**config.mk**
```make
export PLATFORM = sky130hd
export DESIGN_NAME = access_guard
export DESIGN_NICKNAME = d
export VERILOG_FILES = /design/src/rtl/access_guard_pkg.sv /design/src/rtl/region_decode.sv /design/src/rtl/sector_guard.sv /design/src/rtl/fault_capture.sv /design/src/rtl/access_guard.sv
export SDC_FILE = /design/constraint.sdc
export NUM_CORES = 1
export LEC_CHECK = 0
export ABC_CLOCK_PERIOD_IN_PS = 2400
export BUFFER_PORTS_ARGS = -buffer_cell sky130_fd_sc_hd__buf_4
export CAP_MARGIN = 20
export CORE_ASPECT_RATIO = 1.75
export CORE_MARGIN = 2
export CORE_UTILIZATION = 40
export DETAILED_ROUTE_END_ITERATION = 10
export HOLD_SLACK_MARGIN = 0.12
export PLACE_DENSITY = 0.71
export SLEW_MARGIN = 20
export SYNTH_ARGS = -nofsm -noshare
export SYNTH_HDL_FRONTEND = slang
export SYNTH_HIERARCHICAL = 1
export SYNTH_SLANG_ARGS = --single-unit
```
**constraint.sdc**
```tcl
create_clock -name clk_i -period 2.4 [get_ports clk_i]
set_input_delay 0.12 -clock clk_i [delete_from_list [all_inputs] [get_ports clk_i]]
set_output_delay 0.12 -clock clk_i [all_outputs]
set_load 0.01 [all_outputs]
```
**src/rtl/access_guard_pkg.sv**
```systemverilog
package access_guard_pkg;
  typedef enum logic [1:0] {
    FK_NONE     = 2'd0,
    FK_DISABLED = 2'd1,
    FK_UNMAPPED = 2'd2,
    FK_PROTECT  = 2'd3
  } fault_kind_e;
endpackage

```
**src/rtl/region_decode.sv**
```systemverilog
module region_decode #(
  parameter int ADDR_W         = 32,
  parameter int NUM_REGIONS    = 8,
  parameter int BASE_SIZE_LOG2 = 16
) (
  input  logic                   clk_i,
  input  logic                   rst_ni,
  input  logic [ADDR_W-1:0]      addr_i,
  input  logic [NUM_REGIONS-1:0] dis_i,
  output logic [NUM_REGIONS-1:0] hit_o,
  output logic                   mapped_o,
  output logic                   disabled_o
);
  localparam int IDX_W    = $clog2(NUM_REGIONS);
  localparam int SLOT_W   = IDX_W + 1;
  localparam int SLOT_LSB = ADDR_W - SLOT_W;

  logic [SLOT_W-1:0]   slot;
  logic [SLOT_LSB-1:0] offs;

  assign slot = addr_i[ADDR_W-1:SLOT_LSB];
  assign offs = addr_i[SLOT_LSB-1:0];

  for (genvar i = 0; i < NUM_REGIONS; i++) begin : g_reg
    // region i spans 2^(BASE_SIZE_LOG2+i) bytes from its slot base
    assign hit_o[i] = (slot == SLOT_W'(i)) && ((offs >> (BASE_SIZE_LOG2 + i)) == '0);
  end

  assign mapped_o   = |hit_o;
  assign disabled_o = |(hit_o & dis_i);

  p_upper_unmapped_r1: assert property (@(posedge clk_i) disable iff (!rst_ni)
    slot[SLOT_W-1] |-> !mapped_o);
  p_single_hit_r1: assert property (@(posedge clk_i) disable iff (!rst_ni)
    $onehot0(hit_o));
endmodule

```
**src/rtl/sector_guard.sv**
```systemverilog
module sector_guard #(
  parameter int ADDR_W      = 32,
  parameter int FLASH_LOG2  = 16,
  parameter int SECTOR_LOG2 = 8,
  parameter int CNT_W       = 9
) (
  input  logic              clk_i,
  input  logic              rst_ni,
  input  logic              flash_hit_i,
  input  logic              write_i,
  input  logic              erase_i,
  input  logic [ADDR_W-1:0] addr_i,
  input  logic [CNT_W-1:0]  cnt_i,
  output logic              blocked_o
);
  localparam int SEC_W = FLASH_LOG2 - SECTOR_LOG2;

  logic [SEC_W-1:0] sector;
  logic             below;

  assign sector    = addr_i[FLASH_LOG2-1:SECTOR_LOG2];
  assign below     = CNT_W'(sector) < cnt_i;
  assign blocked_o = flash_hit_i && (write_i || erase_i) && below;

  p_zero_count_open_r5: assert property (@(posedge clk_i) disable iff (!rst_ni)
    (cnt_i == '0) |-> !blocked_o);
  p_reads_pass_r4: assert property (@(posedge clk_i) disable iff (!rst_ni)
    (!write_i && !erase_i) |-> !blocked_o);
endmodule

```
**src/rtl/fault_capture.sv**
```systemverilog
module fault_capture
  import access_guard_pkg::*;
#(
  parameter int ADDR_W = 32
) (
  input  logic              clk_i,
  input  logic              rst_ni,
  input  logic              fault_i,
  input  logic [ADDR_W-1:0] addr_i,
  input  fault_kind_e       kind_i,
  input  logic              ack_i,
  output logic              pend_o,
  output logic [ADDR_W-1:0] addr_o,
  output fault_kind_e       kind_o
);
  logic take;
  assign take = fault_i && (!pend_o || ack_i);

  always_ff @(posedge clk_i or negedge rst_ni) begin
    if (!rst_ni) begin
      pend_o <= 1'b0;
      addr_o <= '0;
      kind_o <= FK_NONE;
    end else if (take) begin
      pend_o <= 1'b1;
      addr_o <= addr_i;
      kind_o <= kind_i;
    end else if (ack_i) begin
      pend_o <= 1'b0;
      addr_o <= '0;
      kind_o <= FK_NONE;
    end
  end

  p_capture_r8: assert property (@(posedge clk_i) disable iff (!rst_ni)
    (fault_i && !pend_o) |=> pend_o);
  p_hold_r8: assert property (@(posedge clk_i) disable iff (!rst_ni)
    (pend_o && !ack_i) |=> (pend_o && $stable(addr_o) && $stable(kind_o)));
  p_ack_clears_r9: assert property (@(posedge clk_i) disable iff (!rst_ni)
    (ack_i && !fault_i) |=> !pend_o);
endmodule

```
**src/rtl/access_guard.sv**
```systemverilog
module access_guard
  import access_guard_pkg::*;
#(
  parameter int ADDR_W         = 32,
  parameter int NUM_REGIONS    = 8,
  parameter int BASE_SIZE_LOG2 = 16,
  parameter int FLASH_REGION   = 0,
  parameter int SECTOR_LOG2    = 8,
  parameter int CNT_W          = $clog2((1 << (BASE_SIZE_LOG2 + FLASH_REGION - SECTOR_LOG2)) + 1)
) (
  input  logic                   clk_i,
  input  logic                   rst_ni,
  input  logic                   req_valid_i,
  input  logic [ADDR_W-1:0]      req_addr_i,
  input  logic                   req_write_i,
  input  logic                   req_erase_i,
  output logic                   rsp_ready_o,
  output logic                   rsp_err_o,
  output logic                   tgt_valid_o,
  output logic [ADDR_W-1:0]      tgt_addr_o,
  output logic                   tgt_write_o,
  output logic                   tgt_erase_o,
  input  logic                   tgt_ready_i,
  input  logic [NUM_REGIONS-1:0] region_dis_i,
  input  logic [CNT_W-1:0]       prot_cnt_i,
  input  logic                   fault_ack_i,
  output logic                   fault_pend_o,
  output logic [ADDR_W-1:0]      fault_addr_o,
  output logic [1:0]             fault_kind_o
);
  localparam int FLASH_LOG2 = BASE_SIZE_LOG2 + FLASH_REGION;

  logic [NUM_REGIONS-1:0] hit;
  logic                   mapped, disabled, prot_block, bad;
  fault_kind_e            kind, rec_kind;

  region_decode #(
    .ADDR_W(ADDR_W), .NUM_REGIONS(NUM_REGIONS), .BASE_SIZE_LOG2(BASE_SIZE_LOG2)
  ) u_dec (
    .clk_i(clk_i), .rst_ni(rst_ni), .addr_i(req_addr_i), .dis_i(region_dis_i),
    .hit_o(hit), .mapped_o(mapped), .disabled_o(disabled)
  );

  sector_guard #(
    .ADDR_W(ADDR_W), .FLASH_LOG2(FLASH_LOG2), .SECTOR_LOG2(SECTOR_LOG2), .CNT_W(CNT_W)
  ) u_sec (
    .clk_i(clk_i), .rst_ni(rst_ni), .flash_hit_i(hit[FLASH_REGION]),
    .write_i(req_write_i), .erase_i(req_erase_i), .addr_i(req_addr_i),
    .cnt_i(prot_cnt_i), .blocked_o(prot_block)
  );

  // priority: unmapped, then disabled, then sector protection
  always_comb begin
    if (!mapped)        kind = FK_UNMAPPED;
    else if (disabled)  kind = FK_DISABLED;
    else if (prot_block) kind = FK_PROTECT;
    else                kind = FK_NONE;
  end

  assign bad         = req_valid_i && (kind != FK_NONE);
  assign tgt_valid_o = req_valid_i && (kind == FK_NONE);
  assign tgt_addr_o  = req_addr_i;
  assign tgt_write_o = req_write_i;
  assign tgt_erase_o = req_erase_i;
  assign rsp_ready_o = bad ? 1'b1 : tgt_ready_i;
  assign rsp_err_o   = bad;

  fault_capture #(.ADDR_W(ADDR_W)) u_cap (
    .clk_i(clk_i), .rst_ni(rst_ni), .fault_i(bad), .addr_i(req_addr_i),
    .kind_i(kind), .ack_i(fault_ack_i), .pend_o(fault_pend_o),
    .addr_o(fault_addr_o), .kind_o(rec_kind)
  );
  assign fault_kind_o = rec_kind;

  p_blocked_no_fwd_r6: assert property (@(posedge clk_i) disable iff (!rst_ni)
    (req_valid_i && rsp_err_o) |-> (!tgt_valid_o && rsp_ready_o));
  p_allowed_fwd_r7: assert property (@(posedge clk_i) disable iff (!rst_ni)
    (req_valid_i && !rsp_err_o) |-> tgt_valid_o);
  p_err_needs_req_r6: assert property (@(posedge clk_i) disable iff (!rst_ni)
    !req_valid_i |-> (!rsp_err_o && !tgt_valid_o));
endmodule

```
# Word level (Yosys, flattened, before mapping)
# Index checks and enable logic that the tools add are counted.
# word_totals
regBits,35
input_bits,56
out_inout_bits,72
wordCells,52
# classes
n_lt_le_gt_ge,1
n_eq_ne,7
n_mux,10
bitwise_logic,1
reduce_logical,30
# op_table
operator,count
zero test 28 bit,8
two-way mux 32 bit,2
"== test 4 x 3 -> 1 bit, second input constant",4
OR reduction 8 bit,2
logical AND 1 bit,13
two-way mux 2 bit,5
< comparator 8 x 9 -> 1 bit,1
bitwise AND 8 bit,1
"== test 4 x 2 -> 1 bit, second input constant",2
"== test 4 x 1 -> 1 bit, second input constant",1
zero test 4 bit,1
nonzero test 2 bit,2
two-way mux 1 bit,3
zero test 2 bit,1
logical OR 1 bit,2
zero test 1 bit,1

# Logic depth before layout (Yosys ltp)
# Gate-level depths: netlist of run 1.
# logic_depth
word_depth,11
ltp_mapped,13
ltp_nobuf,10

# Cells and area by module
# The synthesis of run 1 kept the hierarchy.
# by_module_without_submodules
module,n_inst,cells_each,area_each_um2
fault_capture,1,156,1795.5
region_decode,1,43,327.8
access_guard,1,43,304.0
sector_guard,1,28,207.7

# Worst setup path before layout of run 1
# Ideal clock, no wire load.
# synth_timing
path_kind,input to register
from,input port req_addr_i[25]
to,register u_cap.addr_o[0]
setup_ns,0.133
arrival_time_ns,2.511
t_required_ns,2.267
setup_slack_ns,-0.244
path_stages,13
path_cell_list,or2_4 > nor4_4 > nand2_1 > and4b_1 > o221ai_1 > a211oi_2 > nor2_2 > a21boi_0 > buf_6 > nor2b_4 > buf_6 > buf_6 > o32ai_2
# synth_via
elab_chain_cells,11
# synth_rtl
item,line,rtl
from (decl),access_guard.sv:14,"input logic [ADDR_W-1:0] req_addr_i,"
zero test 28 bit (*),region_decode.sv:26,assign hit_o[i] = (slot == SLOT_W'(i)) && ((offs >> (BASE_SIZE_LOG2 + i)) == '0);
logical AND 1 bit (*),region_decode.sv:26,
named net hit[0],access_guard.sv:33,logic [NUM_REGIONS-1:0] hit;
logical AND 1 bit (*) (2 in a row),sector_guard.sv:23,assign blocked_o = flash_hit_i && (write_i || erase_i) && below;
named net prot_block,access_guard.sv:34,"logic mapped, disabled, prot_block, bad;"
two-way mux 2 bit (*),access_guard.sv:56,else if (prot_block) kind = FK_PROTECT;
two-way mux 2 bit (*),access_guard.sv:55,else if (disabled) kind = FK_DISABLED;
two-way mux 2 bit (*),access_guard.sv:54,if (!mapped) kind = FK_UNMAPPED;
nonzero test 2 bit (*),access_guard.sv:60,assign bad = req_valid_i && (kind != FK_NONE);
logical AND 1 bit (*),access_guard.sv:60,
named net rsp_err_o,access_guard.sv:18,"output logic rsp_err_o,"
logical AND 1 bit (*),fault_capture.sv:17,assign take = fault_i && (!pend_o || ack_i);
two-way mux 32 bit or nonzero test 2 bit (tied branches),n/a,
to (signal assigned),fault_capture.sv:26,addr_o <= addr_i;
to (decl),fault_capture.sv:13,"output logic [ADDR_W-1:0] addr_o,"
# The timed path passes the listed nets; every way through them passes the cells marked *.
# A chain may end at the register's enable or synchronous reset.

# Final worst setup path of run 1
# layout_timing
from,input port req_addr_i[13]
to,output port rsp_err_o
# layout_via
elab_chain_cells,7
# layout_rtl
item,line,rtl
< comparator 8 x 9 -> 1 bit,sector_guard.sv:22,assign below = CNT_W'(sector) < cnt_i;
logical AND 1 bit,sector_guard.sv:23,
named net prot_block,access_guard.sv:34,
two-way mux 2 bit,access_guard.sv:56,
two-way mux 2 bit,access_guard.sv:55,
two-way mux 2 bit,access_guard.sv:54,
nonzero test 2 bit,access_guard.sv:60,
logical AND 1 bit,access_guard.sv:60,
to (decl),access_guard.sv:18,
# The timed path passes the listed nets, and every way through them passes these cells.

==> results.md, run 1 <==
* RD Place Congestion at about 0.89
* Setup violations, final at 0
* Diodes inserted at 0
* Worst vdd ir at roughly 230 uV
* Synthesis-to-layout area growth at 42.4%
* Post-DP HPWL at 5180 um
* Switching portion of total power at 30.1%
* Reg clk slew, reported paths at 0.07 ns
* Slew HR at between 60% and 70%
* Routed vias/inst at 5.04
* Final period util at between 90% and 100%
* Net Switching at 498 uW
* H-tree Lvls at 2
* Nets@finish at 439
* PwrDens at 450 nW/um^2
* Routed length per instance at 15.4 um
* Setup Buffers After CTS at 0
* Unrepaired setup endpoints after global routing: false
* Fill cells at 573
* Die area at a little over 7000 um^2
* Pleak at 1.80 nW
* Largest net degree at the start of global routing at 37
* Status: complete, no violations
* Critical Path End Type: output pin
* Clock sink count at 35
* Max Buffers Root-to-Sink at 2
* Clock Skew at between 0.009 and 0.01 ns
* Pre-antenna DRT Iters at 4
* Mapped Cells at 263
* Num CTS Buffers at 5
* Max FO, Critical Path at 36
* Power, Total at 1.66 mW
* Critical Path Source Type: input pin
* Tightest Pin Transition at between 0.5 and 0.6 ns
* Global-route wire length before repair at roughly 11,000 um
* DRC errors left at 0
* Latest clock arrival within the worst-skew pair at around 0.29 ns
* I/O pin count at 128
* DP Area at roughly 3400 um^2
* Die W at 64.8 um
* Achievable frequency at 439 MHz
* Routed WL at 7020 um
* Combinational fraction of design power at 33.4%
* Final Hold Fails at 0
* Initial core utilization at 41.5%
* Yosys warns at 6
* Core Rows at 38
* Initial antenna violation count at 0
* IO Port Bufs at 127
* Clk pwr share at 26.0%
* Power share of the sequential group at 40.6%
* Netlist Area Pre-Place at 2580 um^2
* Required @ worst endpoint at 2.28 ns
* DRT iter0 DRCs at 134
* Number of max-cap violations at 0
* CTS tree: built
* Remaining Overflow, GRT at 0
* Antenna Nets Post-Route at 0
* Mean Syn Cell Area at about 9.8 um^2
* Crit path kind: in -> out
* Layout cells sized above 1 at 50.3%
* Int Power at 1.16 mW
* Via count at 2,298
* Post-route cell area at 3680 um^2
* Minimum clock period at 2.28 ns
* GR Util All Layers at 19.9%
* Syn_nets at 326
* Hold Crit Class: in -> reg
* Number of global-route vias before repair at 2,193
* Final count of pins violating max slew at 0
* Core area at 6230 um^2
* Die height at roughly 110 um
* Clock root cell: clkbuf_8
* CP arrival at 2.16 ns
[cell type report]
type	instances	area, um^2	share of cell area, %
clock buffers	6	82.6	2.24
well taps	80	100	2.72
multi-input cells	129	1170	31.8
clock inverters	1	5.00	0.136
inverters	48	180	4.89
flip-flops and latches	35	876	23.8
repair buffers	157	1270	34.5
[worst max-delay path: stages]
cell	delay, ns
dlygate4sd3_1	0.54
buf_4	0.14
ha_1	0.28
nand4b_1	0.09
a21oi_1	0.05
a211oi_2	0.28
nor2_2	0.09
a21boi_4	0.19
buf_12	0.22
buf_4	0.15
[flip-flops by register name, indices dropped and copies added, names as in the netlist]
register	cells
u_cap/addr_o	32
u_cap/kind_o	2
u_cap/pend_o	1
[routing by layer]
| metal | GRT usage, % | vias to the layer above | share of wire [%] |
|---|---|---|---|
| met1 | 22.6 | 1110 | 36 |
| met3 | 2.54 | 9 | 4.8 |
| li1 | - | 1096 | - |
| met4 | 6.99 | 0 | 1.6 |
| met2 | 37.6 | 83 | 58 |
| met5 | 0 | - | 0 |
[cell usage in the layout, fill, tap and decap left out, types with 3 or more instances in the layout]
cell and n:
inv_1 48, nor2_1 3, o32ai_2 30, buf_12 3, dfrtp_1 35, and3_1 3
ha_1 7, dlygate4sd3_1 21, nand2_1 37, buf_4 133, clkbuf_8 6, o32ai_1 4
a21oi_1 3
[worst paths after layout]
kind	startpoint	to	slack [ns]	depth (start not counted)
worst max register to register	u_cap/pend_o$_DFFE_PN0P_	u_cap/addr_o[28]$_DFFE_PN0P_	0.94	3
min in group asynchronous	rst_ni	u_cap/addr_o[11]$_DFFE_PN0P_	0.33	2
worst min-delay path	req_addr_i[17]	u_cap/addr_o[17]$_DFFE_PN0P_	0.13	3
worst min register to register	u_cap/addr_o[27]$_DFFE_PN0P_	u_cap/addr_o[27]$_DFFE_PN0P_	0.54	2
max in group asynchronous	rst_ni	u_cap/addr_o[30]$_DFFE_PN0P_	1.73	2
worst max-delay path	req_addr_i[13]	rsp_err_o	0.12	10
[power by group through the flow]
stage          registers, mW  clock network [mW]  logic [mW]
2_1_floorplan          0.708                   0       0.268
3_3_place_gp           0.684                   0       0.521
3_5_place_dp           0.686                   0       0.526
4_1_cts                0.675               0.439       0.555
5_1_grt                0.680               0.466       0.598
6_report               0.674               0.431       0.553
[timing repair]
action                                  in CTS  in global routing
pin swaps                                    0                  1
gates cloned                                 0                  0
endpoints found under the hold margin       55                  0
gates resized for setup                      1                  2
endpoints found under the setup margin       1                  1
hold buffers                                21                  0
[stage by stage]
step           TNS (ns)  util [%]  instances  hold slack (ns)  setup WS, ns
2_1_floorplan         0         -        263           -0.176        0.0397
3_3_place_gp          0      54.1        428            0.101        0.0255
3_5_place_dp      -2.04      54.1        428            0.104       -0.0823
4_1_cts               0      59.0        456            0.133        0.0156
5_1_grt               0      59.1        456            0.133       0.00347
6_report              0      59.1        456            0.133         0.121
(Power assumes the default switching activity.)
==> run 2, diff against run 1 <==
Settings changed: ABC_AREA set to 1, PLACE_DENSITY 0.71 to 0.73.
==> results.md, run 2 <==
* Status: complete, no violations
* Fill cells at 546 (-4.7%)
* Die area at 6320 um^2 (-12%)
* Hold Crit Class: in -> reg
* Routed vias/inst at 4.59 (-8.9%)
* Worst vdd ir at 272 uV (+20%)
* Crit path kind: in -> out
* Worst Setup EP: rsp_err_o
* Initial antenna violation count at 0 (unchanged)
* Clock root cell: clkbuf_8
* CTS tree: built
* Most frequent cells in the layout: buf_4, nand2_1, nand3_1
* Largest net degree at the start of global routing at 36 (-2.7%)
* Final non-filler cell total at 518 (+14%)
* Largest regs: u_cap/addr_o x32, u_cap/kind_o x2, u_cap/pend_o x1
* Core area at 5540 um^2 (-11%)
* Latest clock arrival within the worst-skew pair at 0.28 ns (about the same)
* Initial core utilization at 41.0% (-0.54 points)
* CP arrival at 2.17 ns (about the same)
* Clock Skew at 0.00660 ns (-0.00250 ns)
* Wl on met1 at 2470 um (-1.7%)
* Via count at 2,377 (+3.4%)
* Antenna Nets Post-Route at 0 (unchanged)
* I/O pin count at 128 (unchanged)
* Dpl ws at 0.272 ns (+0.354 ns)
* Met3 wire len at 331 um (-2.4%)
* Critical Path End Type: output pin
* DRC errors left at 0 (unchanged)
* Net Switching at 472 uW (-5.3%)
* Post-route worst setup slack at 0.110 ns (-0.0118 ns)
* Levels on crit path at 14 (+4)
* Nets@finish at 504 (+15%)
* Worst r2r dst: u_cap/addr_o[31]$_DFFE_PN0P_
* Yosys warns at 6 (unchanged)
* R2r setup slk at 1.15 ns (+0.21 ns)
* Number of max-cap violations at 0 (unchanged)
* Final Util at 61.7% (+2.5 points)
* RD Place Congestion at 0.818 (-8.5%)
* Routed WL at 6830 um (-2.7%)
* GR Util All Layers at 22.3% (+2.4 points)
* DRT iter0 DRCs at 78 (-42%)
* Minimum clock period at 2.29 ns (+0.0118 ns)
* Commonest non-fill, non-tap cell in the layout: buf_4
* Netlist Area Pre-Place at 2270 um^2 (-12%)
* Synthesis-to-layout area growth at 50.5%
* Final count of pins violating max slew at 0 (unchanged)
* Worst path bufs/invs at 5 (+1)
* Slew HR at 56.4% (-5.3 points)
* Global-route wire length before repair at 10,800 um (-0.31%)
* Crit path max-delay cell type: dlygate4sd3_1
* Setup violations, final at 0 (unchanged)
* Worst r2r path cells at 3 (unchanged)
* H-tree Lvls at 2 (unchanged)
* Max FO, Critical Path at 18 (-50%)
* Routed length per instance at 13.2 um (-14%)
* Final period util at 95.4% (+0.49 points)
* Worst-path cell chain: dlygate4sd3_1 > buf_4 > ha_1 > nand2_1 > a21oi_1 > nand3_1 > nand2_1 > nor2_1 > nor2_2 > nand2_2 > nand2_2 > inv_2 > buf_8 > buf_4
* Max Buffers Root-to-Sink at 2 (unchanged)
* PwrDens at 455 nW/um^2 (+1.1%)
* Critical R2R Launch: u_cap/pend_o$_DFFE_PN0P_
* Setup tns final at 0 ns (unchanged)
* Mapped Cells at 317 (+21%)
* Setup Buffers After CTS at 0 (unchanged)
* Int Power at 1.08 mW (-6.6%)
* Largest register FFs at 32 (unchanged)
* Tightest Pin Transition at 0.652 ns (+0.0777 ns)
* Combinational fraction of design power at 30.2% (-3.2 points)
* IO Port Bufs at 127 (unchanged)
* Final Hold Fails at 0 (unchanged)
* Required @ worst endpoint at 2.28 ns (about the same)
* Achievable frequency at 437 MHz (-0.52%)
* Die height at 104 um (-6.1%)
* Die W at 60.9 um (-5.9%)
* Clk pwr share at 26.5% (+0.5 points)
* Reg clk slew, reported paths at 0.07 ns (about the same)
* Cells after DPL at 480 (+12%)
* Core Rows at 36 (-5.3%)
* Pre-antenna DRT Iters at 4 (unchanged)
* Remaining Overflow, GRT at 0 (unchanged)
* Pleak at 1.94 nW (+8.0%)
* Critical Path Source Type: input pin
* DR top layer: met4
* Clock sink count at 35 (unchanged)
* Routed wl met2 at 3870 um (-4.5%)
* Diodes inserted at 0 (unchanged)
* Most flop-heavy register: u_cap/addr_o
* Num CTS Buffers at 5 (unchanged)
* Switching portion of total power at 30.3% (+0.28 points)
* Number of global-route vias before repair at 2,373 (+8.2%)
* Syn_nets at 380 (+17%)
* Unrepaired setup endpoints after global routing: false
* Power share of the sequential group at 43.3% (+2.7 points)
* Delay-heaviest family, CP: buffers and inverters
* Crit path launch: req_addr_i[9]
* Max stage delay on crit path at 0.54 ns (about the same)
* Mean Syn Cell Area at 7.16 um^2 (-27%)
* Layout cells sized above 1 at 35.7% (-15 points)
* Post-DP HPWL at 4950 um (-4.4%)
[run 2: power groups by stage]
stage | clock (mW) | sequential, mW | combinational [mW]
2_1_floorplan | 0 | 0.706 | 0.186
3_3_place_gp | 0 | 0.683 | 0.423
3_5_place_dp | 0 | 0.685 | 0.429
4_1_cts | 0.424 | 0.674 | 0.468
5_1_grt | 0.449 | 0.679 | 0.517
6_report | 0.412 | 0.674 | 0.469
[run 2: worst min-delay path by stage]
stage	from	to	cells past startpoint
floorplan	rst_ni	u_cap/addr_o[0]$_DFFE_PN0P_	0
global placement	rst_ni	u_cap/addr_o[10]$_DFFE_PN0P_	1
detailed placement	rst_ni	u_cap/addr_o[10]$_DFFE_PN0P_	1
CTS	req_addr_i[29]	u_cap/addr_o[29]$_DFFE_PN0P_	3
global route	req_addr_i[23]	u_cap/addr_o[23]$_DFFE_PN0P_	3
finish	req_addr_i[29]	u_cap/addr_o[29]$_DFFE_PN0P_	3
[run 2: what timing repair did]
item / CTS / global route
endpoints found under the hold margin: 64 / 0
gates resized for setup: 0 / 4
setup endpoints to repair: 0 / 10
hold buffers: 30 / 0
[run 2: area by class of cell]
class / instances / area [um^2] / share of cell area (%)
clock buffers: 5 / 68.8 / 2.01
repair buffers: 161 / 1290 / 37.8
clock inverters: 3 / 15.0 / 0.440
inverters: 32 / 120 / 3.52
multi-input cells: 206 / 950 / 27.8
well taps: 76 / 95.1 / 2.78
flip-flops and latches: 35 / 876 / 25.6
[run 2: layer usage]
layer  up-vias  GRT usage, %
li1       1189             -
met1      1085          23.7
met2        91          41.7
met3        12          3.00
met4         0          7.61
met5         -             0
[run 2: tightest hold or removal path, delay by kind of cell]
| family | cells | cell delay [ns] |
|---|---|---|
| simple gates | 2 | 0.14 |
| buf+inv | 1 | 0.12 |
[run 2: metrics by stage]
| step | total power, mW | instance area (um^2) | hold slack, ns |
|---|---|---|---|
| 6_report | 1.55 | 3420 | 0.123 |
| 5_1_grt | 1.64 | 3420 | 0.144 |
| 4_1_cts | 1.57 | 3400 | 0.122 |
| 3_5_place_dp | 1.11 | 3020 | 0.0973 |
| 3_3_place_gp | 1.11 | 3020 | 0.0938 |
| 2_1_floorplan | 0.892 | 2270 | -0.176 |
==> run 3, diff against run 2 <==
Settings changed: BUFFER_PORTS_ARGS -buffer_cell sky130_fd_sc_hd__buf_4 to not set, DONT_BUFFER_PORTS set to 1, PLACE_DENSITY 0.73 to not set.
==> results.md, run 3 (synthesis results as in run 2) <==
* Power share of the sequential group at 52.5% (+9.2 points)
* Setup tns final at 0 ns (unchanged)
* Largest register FFs at 32 (unchanged)
* Worst r2r path cells at 3 (unchanged)
* R2r setup slk at 1.06 ns (-0.09 ns)
* CTS tree: built
* Dpl ws at 0.226 ns (-0.0458 ns)
* Switching portion of total power at 28.6% (-1.7 points)
* Number of max-cap violations at 0 (unchanged)
* Initial core utilization at 41.0% (unchanged)
* Clock Skew at 0.00489 ns (-0.00171 ns)
* Max FO, Critical Path at 9 (-9)
* WHS Path Cells at 4 (+1)
* Routed WL at 5840 um (-14%)
* DRT iter0 DRCs at 123 (+58%)
* Latest clock arrival within the worst-skew pair at 0.28 ns (about the same)
* Post-route worst setup slack at 0.494 ns (+0.385 ns)
* Multi-input gate area at 946 um^2 (-0.40%)
* Clk pwr share at 31.8% (+5.3 points)
* Largest regs: u_cap/addr_o x32, u_cap/kind_o x2, u_cap/pend_o x1
* Remaining Overflow, GRT at 0 (unchanged)
* Layout cells sized above 1 at 9.40% (-26 points)
* GR Util All Layers at 19.3% (-2.9 points)
* Diodes inserted at 0 (unchanged)
* Setup violations, final at 0 (unchanged)
* Net Switching at 385 uW (-18%)
* Final Hold Fails at 0 (unchanged)
* Antenna Nets Post-Route at 0 (unchanged)
* Pre-antenna DRT Iters at 4 (unchanged)
* Clock root cell: clkbuf_8
* Most frequent cells in the layout: nand2_1, nand3_1, dfrtp_1
* Synthesis-to-layout area growth at 10.7%
* Minimum clock period at 1.91 ns (-0.385 ns)
* Required @ worst endpoint at 2.28 ns (about the same)
* Slew HR at 54.6% (-1.8 points)
* Die W at 60.9 um (unchanged)
* Final count of pins violating max slew at 0 (unchanged)
* Worst r2r dst: u_cap/addr_o[25]$_DFFE_PN0P_
* Max Buffers Root-to-Sink at 2 (unchanged)
* Int Power at 961 uW (-11%)
* Hold Crit Class: in -> reg
* Worst vdd ir at 316 uV (+16%)
* Largest net degree at the start of global routing at 36 (unchanged)
* Most flop-heavy register: u_cap/addr_o
* Cells after DPL at 354 (-26%)
* Number of global-route vias before repair at 1,912 (-19%)
* Commonest non-fill, non-tap cell in the layout: nand2_1
* H-tree Lvls at 2 (unchanged)
* Pleak at 1.34 nW (-31%)
* PwrDens at 536 nW/um^2 (+18%)
* RD Place Congestion at 0.864 (+5.6%)
* Crit path kind: in -> out
* Status: complete, no violations
* Core area at 5540 um^2 (unchanged)
* Global-route wire length before repair at 9270 um (-14%)
* Combinational fraction of design power at 15.6% (-15 points)
* Worst Hold Launch: fault_ack_i
* Core Rows at 36 (unchanged)
* Die area at 6320 um^2 (unchanged)
* Via count at 1,890 (-20%)
* DRC errors left at 0 (unchanged)
* IO Port Bufs at 0 (-100%)
* Nets@finish at 382 (-24%)
* Critical R2R Launch: u_cap/pend_o$_DFFE_PN0P_
* Final period util at 79.4% (-16 points)
* Power, Total at 1.35 mW (-13%)
* Critical Path Source Type: input pin
* Post-DP HPWL at 4240 um (-15%)
* Num CTS Buffers at 5 (unchanged)
* Clock sink count at 35 (unchanged)
* Register area at 876 um^2 (unchanged)
* Initial antenna violation count at 0 (unchanged)
* Achievable frequency at 525 MHz (+20%)
* Hold EP: u_cap/addr_o[24]$_DFFE_PN0P_
* Routed length per instance at 14.8 um (+12%)
* Routed vias/inst at 4.78 (+4.3%)
* Fill cells at 611 (+12%)
* Hold slack at 0.172 ns (+0.0496 ns)
* Tightest Pin Transition at 0.678 ns (+0.0265 ns)
* Critical Path End Type: output pin
* Unrepaired setup endpoints after global routing: false
* CP arrival at 1.79 ns (-0.38 ns)
* Die height at 104 um (unchanged)
* Final non-filler cell total at 395 (-24%)
* Reg clk slew, reported paths at 0.07 ns (about the same)
* I/O pin count at 128 (unchanged)
[run 3: cell count changes in the layout (fill, tap and decap cells not counted), sizes merged]
cell,previous run,this run
buf,131,6
dlygate4sd3,30,33
clkinv,3,1
clkbuf,5,6
[run 3: worst max-delay path, cell delays in order]
cell     delay [ns]
nor2_1         0.17
nand2_1        0.11
nor2_1         0.16
nand2_1        0.09
inv_1          0.09
nand3_1        0.09
nor2_1         0.10
nand2_1        0.05
nor2_1         0.21
nor2_2         0.07
nand2_2        0.07
nand2_2        0.06
inv_1          0.16
buf_4          0.22
[run 3: layout make-up]
class | count | share of cell area, %
clock buffer | 6 | 3.29
clock inverter | 1 | 0.199
inverter | 32 | 4.78
multi-input combinational | 206 | 37.6
sequential | 35 | 34.9
tap | 76 | 3.78
timing repair buffer | 39 | 15.4
[run 3: how the worst max path moves through the flow]
stage | startpoint | depth (start not counted) | endpoint
5_1_grt | req_addr_i[31] | 14 | rsp_err_o
4_1_cts | req_addr_i[31] | 14 | rsp_err_o
3_5_place_dp | req_addr_i[31] | 16 | u_cap/addr_o[19]$_DFFE_PN0P_
6_report | req_addr_i[31] | 14 | rsp_err_o
2_1_floorplan | req_addr_i[24] | 17 | u_cap/addr_o[0]$_DFFE_PN0P_
3_3_place_gp | req_addr_i[31] | 16 | u_cap/addr_o[19]$_DFFE_PN0P_
[run 3: power groups by stage]
stage | registers [mW] | logic (mW) | clock network [mW]
floorplan | 0.706 | 0.186 | 0
global placement | 0.719 | 0.147 | 0
detailed placement | 0.720 | 0.151 | 0
CTS | 0.709 | 0.212 | 0.445
global route | 0.713 | 0.240 | 0.469
finish | 0.707 | 0.210 | 0.428
[run 3: through the flow]
stage               util (%)  area [um^2]
finish                  45.3         2510
global route            45.3         2510
CTS                     45.3         2510
detailed placement      37.4         2070
global placement        37.4         2070
floorplan                  -         2270
[run 3: what timing repair did]
action,in CTS,in global routing
hold buffers,34,0
hold endpoints to repair,67,0
setup buffers,0,0
resized for setup,0,0
[run 3: routing by layer]
layer | global-route usage, % | share of wire (%) | vias to the layer above
met2 | 35.9 | 57 | 68
met5 | 0 | 0 | -
met3 | 4.62 | 6.7 | 5
met1 | 20.0 | 36 | 880
met4 | 6.06 | 0.98 | 0
li1 | - | - | 937
